$ cat config.mk
export PLATFORM = sky130hd
export DESIGN_NAME = bert_rx_sync
export DESIGN_NICKNAME = d
export VERILOG_FILES = /design/src/rtl/bert_rx_sync.sv
export SDC_FILE = /design/constraint.sdc
export NUM_CORES = 1
export LEC_CHECK = 0
export ABC_CLOCK_PERIOD_IN_PS = 4350
export CORE_MARGIN = 1
export CORE_UTILIZATION = 55
export DETAILED_ROUTE_END_ITERATION = 7
export PLACE_DENSITY = 0.72
export SLEW_MARGIN = 20
export SYNTH_ARGS = -nofsm -noshare
export SYNTH_HDL_FRONTEND = slang
export SYNTH_SLANG_ARGS = --single-unit
export TNS_END_PERCENT = 50
$ cat constraint.sdc
create_clock -name clk -period 4.35 [get_ports clk]
set_input_delay 0.6525 -clock clk [delete_from_list [all_inputs] [get_ports clk]]
set_output_delay 0.6525 -clock clk [all_outputs]
set_load 0.05 [all_outputs]
$ cat src/rtl/bert_rx_sync.sv
module bert_rx_sync #(
   parameter int SYNC_BITS = 32,
   parameter int WIN       = 64,
   parameter int LOSS_ERR  = 6
) (
   input  logic clk,
   input  logic rst_n,
   input  logic bit_en,
   input  logic match,
   output logic locked,
   output logic err_evt,
   output logic chg_evt
);
   localparam int RW = $clog2(SYNC_BITS + 1);
   localparam int CW = $clog2(WIN + 1);

   if (SYNC_BITS < 2 || WIN < 2 || LOSS_ERR < 1 || LOSS_ERR > WIN) begin : g_bad_cfg
      $error("bad lock parameters");
   end

   logic [RW-1:0]  run_q;
   logic [WIN-1:0] win_q;
   logic [CW-1:0]  wcnt_q, wcnt_nx;
   logic           gain, lose;

   assign err_evt = bit_en && locked && !match;
   assign wcnt_nx = wcnt_q + CW'(err_evt) - CW'(win_q[WIN-1]);
   assign gain    = bit_en && !locked && match && (run_q == RW'(SYNC_BITS - 1));
   assign lose    = bit_en && locked && (wcnt_nx >= CW'(LOSS_ERR));
   assign chg_evt = gain || lose;

   always_ff @(posedge clk) begin
      if (!rst_n) begin
         locked <= 1'b0;
         run_q  <= '0;
         win_q  <= '0;
         wcnt_q <= '0;
      end else if (bit_en) begin
         if (!locked) begin
            if (gain) begin
               locked <= 1'b1;
               run_q  <= '0;
            end else if (match) begin
               run_q <= run_q + 1'b1;
            end else begin
               run_q <= '0;
            end
         end else if (lose) begin
            locked <= 1'b0;
            win_q  <= '0;
            wcnt_q <= '0;
         end else begin
            win_q  <= {win_q[WIN-2:0], err_evt};
            wcnt_q <= wcnt_nx;
         end
      end
   end

   AST_RISE_ON_MATCH: assert property (@(posedge clk) disable iff (!rst_n)
      $rose(locked) |-> $past(bit_en && match));
   AST_FALL_ON_ERR: assert property (@(posedge clk) disable iff (!rst_n)
      $fell(locked) |-> $past(err_evt));
   AST_WIN_BOUND: assert property (@(posedge clk) disable iff (!rst_n)
      locked |-> (wcnt_q < CW'(LOSS_ERR)));
endmodule

Word level (Yosys, flattened, before mapping)
Cells that the tools add are included.
{ "totals": {"register_bits": 78, "input_bits": 4, "elab_cells": 28} }
{ "op_classes": {"addsub": 3, "order_cmp": 1, "n_eq_ne": 1, "muxes": 7, "bitwise": 1, "n_reduce_logical": 11} }
{ "op_table": {"columns": ["op", "count"], "rows": [
  ["two-way mux 64 bit", 1],
  ["two-way mux 6 bit", 2],
  ["adder 7 x 1 -> 7 bit", 1],
  ["greater-or-equal comparator 7 x 3 -> 1 bit, second input constant", 1],
  ["two-way mux 7 bit", 1],
  ["subtractor 7 x 1 -> 7 bit", 1],
  ["adder 6 x 1 -> 6 bit, second input constant", 1],
  ["equality test 6 x 5 -> 1 bit, second input constant", 1],
  ["logical AND 1 bit", 6],
  ["AND reduction 2 bit", 2],
  ["two-way mux 1 bit", 3],
  ["zero test 1 bit", 2],
  ["logical OR 1 bit", 1],
  ["inverter 1 bit", 1]
]} }

Depth between registers and ports, before layout
Gate-level depths: netlist of run 1.
{ "logic_depth": {"word_depth": 8, "depth_mapped": 14, "depth_no_buf": 11} }

Worst setup path before layout of run 1
No wires, ideal clock.
{ "synth_timing": {"path_kind": "register to output", "start": "reg locked", "end": "out chg_evt", "t_arrival_ps": 4058, "required_ps": 3697, "path_slack_ps": -360, "stages_incl_launch_ff": 14, "path_buffers": 3, "cell_sequence": "dfxtp_1 nand2_1 clkbuf_1 nor2_1 ha_1 inv_1 fa_1 nand2b_1 a21oi_1 o2111ai_1 a211o_1 buf_6 buf_6 o31a_1"} }
{ "synth_between": {"elab_chain_cells": 7, "elab_cells_between_ends": 11, "classes_between": "add/sub (2); order compare (1); reduce/logical (8)"} }
{ "synth_lines": {"columns": ["element", "line_no", "rtl"], "rows": [
  ["from (decl)", "10", "output logic locked,"],
  ["from (signal assigned)", "34", "locked <= 1'b0;"],
  ["from (signal assigned)", "41", "locked <= 1'b1;"],
  ["from (signal assigned)", "49", "locked <= 1'b0;"],
  ["logical AND 1 bit (2 in series)", "26", "assign err_evt = bit_en && locked && !match;"],
  ["named net err_evt", "11", "output logic err_evt,"],
  ["adder 7 x 1 -> 7 bit", "27", "assign wcnt_nx = wcnt_q + CW'(err_evt) - CW'(win_q[WIN-1]);"],
  ["subtractor 7 x 1 -> 7 bit", "27", null],
  ["greater-or-equal comparator 7 x 3 -> 1 bit", "29", "assign lose = bit_en && locked && (wcnt_nx >= CW'(LOSS_ERR));"],
  ["logical AND 1 bit", "29", null],
  ["logical OR 1 bit", "30", "assign chg_evt = gain || lose;"],
  ["to (decl)", "12", "output logic chg_evt"]
]} }
The timed path passes the listed nets, and every way through them passes these cells.

Worst setup path in the final report of run 1
{ "layout_timing": {"start": "in bit_en", "end": "out chg_evt"} }
{ "layout_between": {"elab_chain_cells": 7, "elab_cells_between_ends": 10, "classes_between": "add/sub (2); order compare (1); reduce/logical (7)"} }
{ "layout_lines": {"columns": ["element", "line_no", "rtl"], "rows": [
  ["from (decl)", "8", "input logic bit_en,"],
  ["logical AND 1 bit", "26, 29", null],
  ["logical AND 1 bit", "26", null],
  ["adder 7 x 1 -> 7 bit", "27", null],
  ["subtractor 7 x 1 -> 7 bit", "27", null],
  ["greater-or-equal comparator 7 x 3 -> 1 bit", "29", null],
  ["logical AND 1 bit", "29", null],
  ["logical OR 1 bit *", "30", null]
]} }
Mark *: on every way between the ends. The rest lies on a longest branch, timed or not.

==> results of run 1 <==
[cell type report]
cell class                 count  area [sq um]
clock buffer                  11           141
fill                         531          2320
clock inverter                 5          58.8
inverter                      10          37.5
sequential                    78          1560
multi-input combinational    247          1680
timing repair buffer          10          97.6
tap                           75          93.8
[Yosys cell counts, types with 3 or more instances]
cell                        n  share of area
sky130_fd_sc_hd__nor2_1     5         0.0054
sky130_fd_sc_hd__nand2b_1   5         0.0090
sky130_fd_sc_hd__nand3_1   71           0.10
sky130_fd_sc_hd__buf_2      6         0.0086
sky130_fd_sc_hd__o32ai_2    6          0.028
sky130_fd_sc_hd__or3_1      3         0.0054
sky130_fd_sc_hd__o31ai_2    3          0.011
sky130_fd_sc_hd__inv_1     10          0.011
sky130_fd_sc_hd__xor2_1     3         0.0076
sky130_fd_sc_hd__o21ai_0    7          0.010
sky130_fd_sc_hd__a21oi_1    4         0.0058
sky130_fd_sc_hd__clkbuf_1  30          0.032
sky130_fd_sc_hd__a21boi_0   3         0.0065
sky130_fd_sc_hd__nand3b_1   4         0.0086
sky130_fd_sc_hd__o41ai_1   32          0.081
sky130_fd_sc_hd__buf_6      6          0.019
sky130_fd_sc_hd__nor2b_1    5         0.0090
sky130_fd_sc_hd__and2_1     3         0.0054
sky130_fd_sc_hd__nand2_1   37          0.040
sky130_fd_sc_hd__ha_1       8          0.029
sky130_fd_sc_hd__and3_1     5         0.0090
sky130_fd_sc_hd__dfxtp_1   78           0.45
sky130_fd_sc_hd__o32ai_1   26          0.066
[worst max-delay path: cells and delay by family]
kind                       cells  cell delay, ns
AOI/OAI and AO/OA              4            1.01
buffers and inverters          3            0.77
adders and majority gates      2            0.56
and+or+nand+nor                3            0.38
[per-stage QoR]
step	hold WS (ns)	setup slack, ns	power (uW)	cells
2_1_floorplan	0.440	0.0893	750	378
3_3_place_gp	0.451	0.385	756	420
3_5_place_dp	0.452	0.301	756	420
4_1_cts	0.466	0.304	1290	436
5_1_grt	0.482	0.203	1330	436
6_report	0.463	0.327	1280	436
[cells in the final DEF, fill, tap and decap left out, types with 2 or more instances in the layout]
cell type,n
sky130_fd_sc_hd__o41ai_1,32
sky130_fd_sc_hd__o31ai_2,3
sky130_fd_sc_hd__a21boi_0,3
sky130_fd_sc_hd__nor2b_1,5
sky130_fd_sc_hd__nand3_1,71
sky130_fd_sc_hd__nor2_1,4
sky130_fd_sc_hd__o32ai_2,6
sky130_fd_sc_hd__ha_1,8
sky130_fd_sc_hd__buf_4,5
sky130_fd_sc_hd__o32ai_1,26
sky130_fd_sc_hd__dfxtp_1,78
sky130_fd_sc_hd__or3_1,3
sky130_fd_sc_hd__a21oi_1,4
sky130_fd_sc_hd__clkdlybuf4s50_1,4
sky130_fd_sc_hd__and2_1,2
sky130_fd_sc_hd__clkbuf_8,10
sky130_fd_sc_hd__xor2_1,3
sky130_fd_sc_hd__o21ai_0,7
sky130_fd_sc_hd__and3_1,5
sky130_fd_sc_hd__o21a_1,2
sky130_fd_sc_hd__nand2b_1,5
sky130_fd_sc_hd__nand2_2,2
sky130_fd_sc_hd__nor3_1,2
sky130_fd_sc_hd__inv_1,10
sky130_fd_sc_hd__nand3b_1,4
sky130_fd_sc_hd__nand2_1,35
sky130_fd_sc_hd__clkinvlp_4,2
[logic make-up after synthesis]
group,after synthesis,share of synthesized area
AOI/OAI and AO/OA,92,0.233
and+or+nand+nor,143,0.203
buffers and inverters,53,0.0724
DFF,78,0.450
xor gates and xnor gates,3,0.00757
adders and majority gates,9,0.0346
[state kept, by name (all words and copies together) (netlist names)]
name    count
win_q      64
locked      1
wcnt_q      7
run_q       6
[final timing paths]
path                                from                endpoint  cells after the start
hold reg to reg   win_q[45]$_SDFFE_PN0N_  win_q[46]$_SDFFE_PN0N_                      2
setup reg to reg  wcnt_q[0]$_SDFFE_PN0N_   win_q[5]$_SDFFE_PN0N_                     12
hold / removal    win_q[45]$_SDFFE_PN0N_  win_q[46]$_SDFFE_PN0N_                      2
setup / recovery                  bit_en                 chg_evt                     12
[per-layer routing]
| metal | share of wire | global-route usage | vias up |
|---|---|---|---|
| met1 | 0.49 | 0.269 | 1316 |
| li1 | - | - | 1382 |
| met3 | 0.026 | 0.0533 | 9 |
| met4 | 0.017 | 0.0911 | 0 |
| met2 | 0.47 | 0.361 | 27 |
| met5 | 0 | 0 | - |
[power groups by stage]
stage | clock [uW] | sequential (uW) | combinational (uW)
finish | 539 | 715 | 24.5
global route | 588 | 715 | 27.0
CTS | 552 | 715 | 24.6
detailed placement | 0 | 732 | 24.6
global placement | 0 | 731 | 24.1
floorplan | 0 | 731 | 18.9
==> impl_metrics.csv, run 1 <==
group,metric,value,unit
critical_path,critical_path.max_stage_delay,0.56,ns
cells_and_area,utilization,0.612,
sta,period_share,0.925,
floorplanning,fp.dieH,81.5,um
synthesis,synth.net_count,391,
sta,relSlewSlack,0.298,
synthesis,post_synth_instance_area,3470,sq um
critical_path,ff2ff_setup_slack,1.25,ns
power,seq_power_share,0.559,
critical_path,path_max_fanout,5,
global_routing,global_route_overflow,0,
global_routing,number_of_antenna_violations_at_the_first_check_in_global_routing,0,
cts,post_cts_resized,0,
floorplanning,design.die.area,6640,sq um
floorplanning,num_io_pins,7,
cells_and_area,insertedDiodeCount,0,
power,power.net_switching,278,uW
critical_path,crit_arrival,3.37,ns
power,irDropWorstVdd,0.248,mV
sta,measured_slew_at_the_worst_slew_check_pin,1.05,ns
cts,tritoncts,"yes",
detailed_routing,drt_wl_total,6.38,mm
sta,setup_violating_endpoint_count_in_the_final_report,0,
cts,cts_buffer_depth,2,
detailed_routing,routed-via-count,2734,
sta,clock.fmax,249,MHz
synthesis,synth_seq_cells,78,
synthesis,syn_avg_cell_area,9.19,sq um
placed_design,dp_hpwl,3.30,mm
critical_path,cp_data_required_time,3.70,ns
placed_design,port-buffer-count,6,
status,run_status,"finished clean",
power,clock_power_share,0.422,
floorplanning,die_w,81.5,um
global_routing,grtUsageTotal,0.218,
detailed_routing,vias_per_cell,6.27,
floorplanning,starting_density,0.580,
detailed_routing,drt_initial_violations,293,
global_routing,grt_pass1_wl,11.2,mm
power,cell_internal_pwr,1000,uW
synthesis,synth_async_sr_flop_share,0,
cts,post-cts-setup-buffer-count,0,
cts,worst_setup_hold_path_clk_slew,0.08,ns
power,p_comb_frac,0.019,
run,reported_max_cap_violation_count,0,
cts,ctsRootBufferMaster,"sky130_fd_sc_hd__clkbuf_8",
critical_path,worstSetupEndpointType,"output pin",
synthesis,synthDistinctLibCells,39,
sta,layout_min_cycle_time,4.02,ns
critical_path,critPathKind,"in2out",
detailed_routing,dr.pass1.iters,4,
floorplanning,placeableCoreArea,5990,sq um
placed_design,gp_congestion,0.807,
cells_and_area,layout-area-overhead-vs-synth,5.55,%
sta,grt_setup_unrepaired,"false",
power,power.static_leakage,0.00123,uW
cells_and_area,final_layout_net_count,369,
sta,setup-tns-final,0,ns
cells_and_area,post-route-cell-area,3670,sq um
synthesis,synth.yosys.seq_area_share,0.450,
cts,cts-buffers-inserted,9,
critical_path,critical_path.startpoint_type,"primary input",
global_routing,first_global_vias,2453,
cts,holdBufCountCts,0,
sta,clock-skew-final,0.0112,ns
critical_path,timing.critical_path.slowest_stage_cell,"sky130_fd_sc_hd__clkdlybuf4s50_1",
floorplanning,rows,28,
synthesis,synth_warnings,0,
global_routing,maximum_number_of_pins_on_one_net_before_global_route_repair,116,
detailed_routing,wl_per_cell,14.6,um
cells_and_area,post_route_cells_drive_above_1_share,0.105,
hold_path,min-delay-path-class,"reg2reg",
synthesis,synthesis.instances,378,
detailed_routing,ant_nets,0,
cts,number_of_h_tree_levels,3,
cts,numClockSinks,78,
power,powerDensity,349,nW/um^2
detailed_routing,number_of_design_rule_violations_left_after_detail_routing,0,
sta,final_hold_viol_count,0,
placed_design,placement.cell_area,3470,sq um
power,switching_share,0.218,
critical_path,worstPathCellList,"clkdlybuf4s50_1 > nand2_2 > nor2_4 > ha_1 > inv_1 > fa_1 > nand2b_1 > a21oi_1 > o2111ai_1 > a211o_2 > o31a_1 > buf_12",
sta,slew_viol_final,0,
synthesis,synth-edff-count,0,
synthesis,synth-main-ff-cell,"sky130_fd_sc_hd__dfxtp_1",
cts,clkLatencyLatePin,0.35,ns
(Power assumes the default switching activity.)
==> inputs of run 2 (changes only) <==
- CELL_PAD_IN_SITES_DETAIL_PLACEMENT: unset -> 1
- CELL_PAD_IN_SITES_GLOBAL_PLACEMENT: unset -> 2
- CORE_UTILIZATION: 55 -> 39
- PLACE_DENSITY: 0.72 -> unset
- PLACE_DENSITY_LB_ADDON: unset -> 0.1
- TNS_END_PERCENT: 50 -> unset
==> impl_metrics.csv, run 2 (synthesis results as in run 1) <==
group,metric,value,unit
detailed_routing,ant_nets,0,
power,cell_internal_pwr,1140,uW
cts,tritoncts,"yes",
critical_path,critPathKind,"in2out",
cells_and_area,layout-area-overhead-vs-synth,8.79,%
cells_and_area,final_common_cell,"sky130_fd_sc_hd__dfxtp_1",
critical_path,timing.critical_path.slowest_stage_cell,"sky130_fd_sc_hd__clkdlybuf4s50_1",
detailed_routing,routed-via-count,2775,
placed_design,dpl.cell_count,454,
sta,final_hold_viol_count,0,
hold_path,min-delay-path-class,"reg2reg",
global_routing,global_route_overflow,0,
critical_path,critical_path.startpoint_type,"primary input",
sta,setup-tns-final,0,ns
power,irDropWorstVdd,0.143,mV
global_routing,maximum_number_of_pins_on_one_net_before_global_route_repair,116,
floorplanning,placeableCoreArea,8680,sq um
global_routing,grt_pass1_wl,11.8,mm
power,seq_power_share,0.506,
cells_and_area,post_route_cells_drive_above_1_share,0.107,
critical_path,critical_path.max_stage_delay,0.56,ns
cts,cts-buffers-inserted,9,
power,power.net_switching,276,uW
critical_path,critical-path-top-delay-family,"compound AO/OA/AOI/OAI gates",
cts,post-cts-setup-buffer-count,0,
critical_path,worstSetupEndpointType,"output pin",
sta,setup_slack,0.303,ns
sta,slew_viol_final,0,
detailed_routing,drt_initial_violations,155,
power,clock_power_share,0.474,
sta,relSlewSlack,0.488,
cts,worst_setup_hold_path_clk_slew,0.07,ns
placed_design,port-buffer-count,6,
global_routing,first_global_vias,2574,
cells_and_area,insertedDiodeCount,0,
cts,cts_buffer_depth,2,
detailed_routing,number_of_design_rule_violations_left_after_detail_routing,0,
floorplanning,die_w,96.4,um
status,run_status,"finished clean",
critical_path,worstPathCellList,"clkdlybuf4s50_1 > nand2_2 > nor2_4 > ha_1 > inv_1 > fa_1 > nand2b_1 > a21oi_1 > o2111ai_1 > a211o_2 > o31a_1 > buf_4",
global_routing,number_of_antenna_violations_at_the_first_check_in_global_routing,0,
cts,post_cts_resized,0,
critical_path,path_max_fanout,5,
sta,layout_min_cycle_time,4.05,ns
sta,clock.fmax,247,MHz
floorplanning,rows,34,
floorplanning,num_io_pins,7,
placed_design,dp_hpwl,3.86,mm
critical_path,crit_arrival,3.39,ns
cts,clkLatencyLatePin,0.34,ns
sta,hold_ws,0.465,ns
cells_and_area,largest_reg_flops,64,
sta,measured_slew_at_the_worst_slew_check_pin,0.768,ns
power,switching_share,0.196,
global_routing,grtUsageTotal,0.162,
placed_design,gp_congestion,0.827,
floorplanning,fp.dieH,96.4,um
cts,number_of_h_tree_levels,3,
cells_and_area,max_flop_register,"win_q",
run,reported_max_cap_violation_count,0,
cts,holdBufCountCts,0,
floorplanning,starting_density,0.400,
power,powerDensity,374,nW/um^2
power,power.static_leakage,0.00127,uW
sta,setup_violating_endpoint_count_in_the_final_report,0,
critical_path,cp_data_required_time,3.70,ns
detailed_routing,vias_per_cell,5.89,
floorplanning,design.die.area,9290,sq um
power,p_comb_frac,0.020,
placed_design,placement.setup.worst_slack,0.285,ns
cts,numClockSinks,78,
detailed_routing,drt_wl_total,7.39,mm
sta,period_share,0.930,
cells_and_area,final_layout_net_count,371,
cells_and_area,largest_registers,"win_q (64), wcnt_q (7), run_q (6)",
sta,grt_setup_unrepaired,"false",
critical_path,critPathBufInv,3,
detailed_routing,wl_per_cell,15.7,um
cts,ctsRootBufferMaster,"sky130_fd_sc_hd__clkbuf_8",
sta,clock-skew-final,0.00933,ns
cells_and_area,fillCellCount,1019,
cells_and_area,most-common-layout-cells,"sky130_fd_sc_hd__dfxtp_1 (78), sky130_fd_sc_hd__nand3_1 (71), sky130_fd_sc_hd__nand2_1 (35), sky130_fd_sc_hd__o41ai_1 (32), sky130_fd_sc_hd__o32ai_1 (26)",
detailed_routing,dr.pass1.iters,4,
cells_and_area,final-instance-count-excl-fill,471,
[run 2: changes by cell type in the layout (fill, tap and decap cells not counted)]
cell                         delta
sky130_fd_sc_hd__buf_16         +1
sky130_fd_sc_hd__buf_4          +2
sky130_fd_sc_hd__clkbuf_8       +1
sky130_fd_sc_hd__bufinv_16      +2
sky130_fd_sc_hd__clkbuf_1       +1
sky130_fd_sc_hd__buf_12         -1
sky130_fd_sc_hd__clkinvlp_4     -2
sky130_fd_sc_hd__clkinv_2       -1
sky130_fd_sc_hd__clkinv_4       -1
[run 2: layer usage]
| layer | vias to the layer above | GRT usage | wire length [um] |
|---|---|---|---|
| li1 | 1387 | - | - |
| met1 | 1367 | 0.204 | 3770 |
| met2 | 13 | 0.267 | 3390 |
| met3 | 8 | 0.0282 | 104 |
| met4 | 0 | 0.0809 | 133 |
| met5 | - | 0 | 0 |
[run 2: final timing paths]
check                    startpoint                      to  slack (ns)  depth (start not counted)
min           win_q[6]$_SDFFE_PN0N_   win_q[7]$_SDFFE_PN0N_        0.46                          2
max reg2reg  wcnt_q[0]$_SDFFE_PN0N_  win_q[48]$_SDFFE_PN0N_        1.33                         12
max                          bit_en                 chg_evt        0.30                         12
min reg2reg   win_q[6]$_SDFFE_PN0N_   win_q[7]$_SDFFE_PN0N_        0.46                          2
[run 2: cell type report]
type,count,area (sq um),share of cell area
clock inverters,3,90.1,0.0238
inverters,10,37.5,0.00993
multi-input cells,247,1680,0.443
repair buffers,12,120,0.0318
clock buffers,13,159,0.0421
flip-flops and latches,78,1560,0.413
well taps,108,135,0.0358
[run 2: worst reg2reg max path: stages (launching register included)]
cell                        delay, ns
sky130_fd_sc_hd__dfxtp_1         0.33
sky130_fd_sc_hd__inv_1           0.05
sky130_fd_sc_hd__ha_1            0.27
sky130_fd_sc_hd__inv_1           0.06
sky130_fd_sc_hd__ha_1            0.15
sky130_fd_sc_hd__inv_1           0.05
sky130_fd_sc_hd__fa_1            0.38
sky130_fd_sc_hd__nand2b_1        0.17
sky130_fd_sc_hd__a21oi_1         0.22
sky130_fd_sc_hd__o2111ai_1       0.16
sky130_fd_sc_hd__a211o_2         0.34
sky130_fd_sc_hd__buf_4           0.29
sky130_fd_sc_hd__o41ai_1         0.44
[run 2: power groups by stage]
stage / Clock, uW / Sequential, uW / Combinational, uW
after detailed placement: 0 / 732 / 25.6
final: 669 / 715 / 28.4
after floorplan: 0 / 731 / 18.9
after CTS: 698 / 715 / 25.7
after global placement: 0 / 731 / 25.4
after global routing: 721 / 715 / 31.0
[run 2: metrics by stage]
step | area, sq um | util | power (uW)
2_1_floorplan | 3480 | - | 750
3_3_place_gp | 3500 | 0.404 | 757
3_5_place_dp | 3500 | 0.404 | 757
4_1_cts | 3750 | 0.432 | 1440
5_1_grt | 3780 | 0.435 | 1470
6_report | 3780 | 0.435 | 1410
==> inputs of run 3 (changes only) <==
- ABC_AREA: unset -> 1
- CORE_UTILIZATION: 39 -> 36
- CTS_CLUSTER_SIZE: unset -> 25
==> impl_metrics.csv, run 3 <==
group,metric,value,unit
status,run_status,"finished clean",
power,powerDensity,364,nW/um^2
critical_path,critical-path-top-delay-family,"simple AND/OR/NAND/NOR gates",
critical_path,critical_path.max_stage_delay,0.50,ns
cts,numClockSinks,78,
global_routing,first_global_vias,2919,
synthesis,synth.yosys.seq_area_share,0.460,
power,power.static_leakage,0.00132,uW
cells_and_area,max_flop_register,"win_q",
sta,relSlewSlack,0.400,
cts,number_of_h_tree_levels,3,
cells_and_area,final_common_cell,"sky130_fd_sc_hd__nand2_1",
cells_and_area,largest_reg_flops,64,
cells_and_area,most-common-layout-cells,"sky130_fd_sc_hd__nand2_1 (112), sky130_fd_sc_hd__dfxtp_1 (78), sky130_fd_sc_hd__a21oi_1 (76), sky130_fd_sc_hd__nand4_1 (66), sky130_fd_sc_hd__inv_1 (21)",
critical_path,critPathBufInv,4,
sta,clock-skew-final,0.00871,ns
power,cell_internal_pwr,1060,uW
floorplanning,fp.dieH,99.1,um
detailed_routing,drt_wl_total,7.78,mm
detailed_routing,drt_initial_violations,112,
sta,period_share,0.847,
placed_design,gp_congestion,0.778,
sta,grt_setup_unrepaired,"false",
sta,setup_violating_endpoint_count_in_the_final_report,0,
sta,layout_min_cycle_time,3.68,ns
synthesis,muxShareOfSynthArea,0,
floorplanning,rows,35,
floorplanning,die_w,99.1,um
critical_path,crit_arrival,3.03,ns
critical_path,timing.critical_path.mode_cell,"sky130_fd_sc_hd__nand2_1",
cts,tritoncts,"yes",
placed_design,placement.cell_area,3480,sq um
detailed_routing,vias_per_cell,5.34,
cells_and_area,layout-area-overhead-vs-synth,9.06,%
detailed_routing,ant_nets,0,
cts,ctsRootBufferMaster,"sky130_fd_sc_hd__clkbuf_8",
synthesis,synth_seq_cells,78,
power,p_comb_frac,0.015,
sta,clock.fmax,272,MHz
cts,post-cts-setup-buffer-count,0,
critical_path,path_max_fanout,3,
synthesis,netlist_top_cells_area,"sky130_fd_sc_hd__dfxtp_1 (46%), sky130_fd_sc_hd__nand2_1 (12%), sky130_fd_sc_hd__nand4_1 (12%), sky130_fd_sc_hd__a21oi_1 (11%), sky130_fd_sc_hd__ha_1 (2.9%)",
cells_and_area,fillCellCount,1124,
sta,slew_viol_final,0,
cts,post_cts_resized,0,
critical_path,worstPathCellList,"clkdlybuf4s50_1 > nand2_2 > nor2_1 > ha_1 > inv_1 > fa_1 > inv_1 > nand2_1 > nand3_1 > nand3_2 > nor2_4 > nand3_1 > nand2_1 > nand2_1 > buf_4",
synthesis,post-synth-top-area-cell,"sky130_fd_sc_hd__dfxtp_1",
synthesis,combinational_family_with_the_most_area_after_synthesis,"simple AND/OR/NAND/NOR gates",
synthesis,most_frequent_cells_after_synthesis,"sky130_fd_sc_hd__nand2_1 (113), sky130_fd_sc_hd__dfxtp_1 (78), sky130_fd_sc_hd__a21oi_1 (76)",
synthesis,synthesis.instances,443,
critical_path,cp_data_required_time,3.70,ns
detailed_routing,routed-via-count,2913,
synthesis,synthDistinctLibCells,26,
critical_path,ff2ff_setup_slack,1.43,ns
synthesis,most_numerous_cell_in_the_yosys_netlist,"sky130_fd_sc_hd__nand2_1",
critical_path,timing.critical_path.slowest_stage_cell,"sky130_fd_sc_hd__clkdlybuf4s50_1",
cts,clkLatencyLatePin,0.35,ns
global_routing,number_of_antenna_violations_at_the_first_check_in_global_routing,0,
global_routing,grtUsageTotal,0.173,
cells_and_area,largest_registers,"win_q (64), wcnt_q (7), run_q (6)",
synthesis,synth_async_sr_flop_share,0,
floorplanning,design.die.area,9830,sq um
cells_and_area,post-route-cell-area,3700,sq um
placed_design,port-buffer-count,6,
cells_and_area,regArea,1560,sq um
hold_path,min-delay-path-class,"reg2reg",
synthesis,synth_warnings,0,
global_routing,global_route_overflow,0,
synthesis,syn_avg_cell_area,7.67,sq um
synthesis,synth-main-ff-cell,"sky130_fd_sc_hd__dfxtp_1",
detailed_routing,number_of_design_rule_violations_left_after_detail_routing,0,
cells_and_area,final_layout_net_count,443,
critical_path,critical_path.startpoint_type,"primary input",
critical_path,worstSetupEndpointType,"output pin",
power,irDropWorstVdd,0.155,mV
global_routing,maximum_number_of_pins_on_one_net_before_global_route_repair,71,
placed_design,dp_hpwl,4.45,mm
critical_path,critPathKind,"in2out",
power,seq_power_share,0.531,
synthesis,synth_compound_gate_area_share,0.116,
cells_and_area,insertedDiodeCount,0,
power,switching_share,0.214,
power,clock_power_share,0.454,
run,reported_max_cap_violation_count,0,
cells_and_area,post_route_cells_drive_above_1_share,0.0759,
sta,setup-tns-final,0,ns
floorplanning,placeableCoreArea,9200,sq um
global_routing,grt_pass1_wl,13.7,mm
cts,cts-buffers-inserted,9,
sta,final_hold_viol_count,0,
synthesis,post_synth_instance_area,3400,sq um
detailed_routing,dr.pass1.iters,4,
floorplanning,num_io_pins,7,
cells_and_area,multi_input_comb_area,1550,sq um
synthesis,synth_adder_area_share,0.0354,
cts,holdBufCountCts,0,
synthesis,netlist.area_leader.share,0.460,
floorplanning,starting_density,0.369,
cts,cts_buffer_depth,2,
synthesis,synth-edff-count,0,
cells_and_area,final-instance-count-excl-fill,546,
detailed_routing,wl_per_cell,14.3,um
cts,worst_setup_hold_path_clk_slew,0.08,ns
placed_design,dpl.cell_count,530,
synthesis,post_synth_xor_area_fraction,0.00516,
power,power.net_switching,288,uW
synthesis,synth_simple_gate_area_frac,0.298,
synthesis,synth.net_count,456,
sta,measured_slew_at_the_worst_slew_check_pin,0.899,ns
[run 3: path summary, 6_finish.rpt]
check / start / to / cells after the start
hold / removal: wcnt_q[6]$_SDFFE_PN0N_ / wcnt_q[6]$_SDFFE_PN0N_ / 2
hold reg to reg: wcnt_q[6]$_SDFFE_PN0N_ / wcnt_q[6]$_SDFFE_PN0N_ / 2
setup / recovery: bit_en / chg_evt / 15
setup reg to reg: locked$_SDFFE_PN0P_ / win_q[35]$_SDFFE_PN0N_ / 15
[run 3: routing by layer]
layer  vias to the layer above  wire length (um)  track usage
li1                       1495                 -            -
met2                        15              3510        0.285
met3                         9               117       0.0401
met5                         -                 0            0
met4                         0               113       0.0577
met1                      1394              4040        0.225
[run 3: power by group through the flow]
stage	Clock (uW)	Combinational (uW)	Sequential (uW)
2_1_floorplan	0	12.9	732
3_3_place_gp	0	21.1	732
3_5_place_dp	0	21.1	732
4_1_cts	638	21.3	715
5_1_grt	666	23.6	715
6_report	612	20.3	715
[run 3: final cells by class]
cell class / count / area share
inverters: 27 / 0.0274
repair buffers: 12 / 0.0344
well taps: 111 / 0.0375
clock buffers: 11 / 0.0382
clock inverters: 5 / 0.0220
multi-input cells: 302 / 0.419
flip-flops and latches: 78 / 0.421
[run 3: logic make-up after synthesis]
kind of cell               after synthesis
adders and majority gates                9
buffers and inverters                   63
AOI/OAI and AO/OA                       79
xor gates and xnor gates                 2
and+or+nand+nor                        212
DFF                                     78
[run 3: through the flow]
stage	total power (uW)	util	hold WS, ns	setup slack (ns)
detailed placement	753	0.379	0.448	0.678
CTS	1370	0.403	0.460	0.666
global placement	753	0.379	0.438	0.749
floorplan	745	-	0.427	0.0854
global route	1410	0.403	0.489	0.501
finish	1350	0.403	0.461	0.668
[run 3: tightest hold or removal path: cells and delay by family, from the launching register on]
kind             cells  cell delay [ns]
flip-flops           1             0.33
AND/OR/NAND/NOR      2             0.10
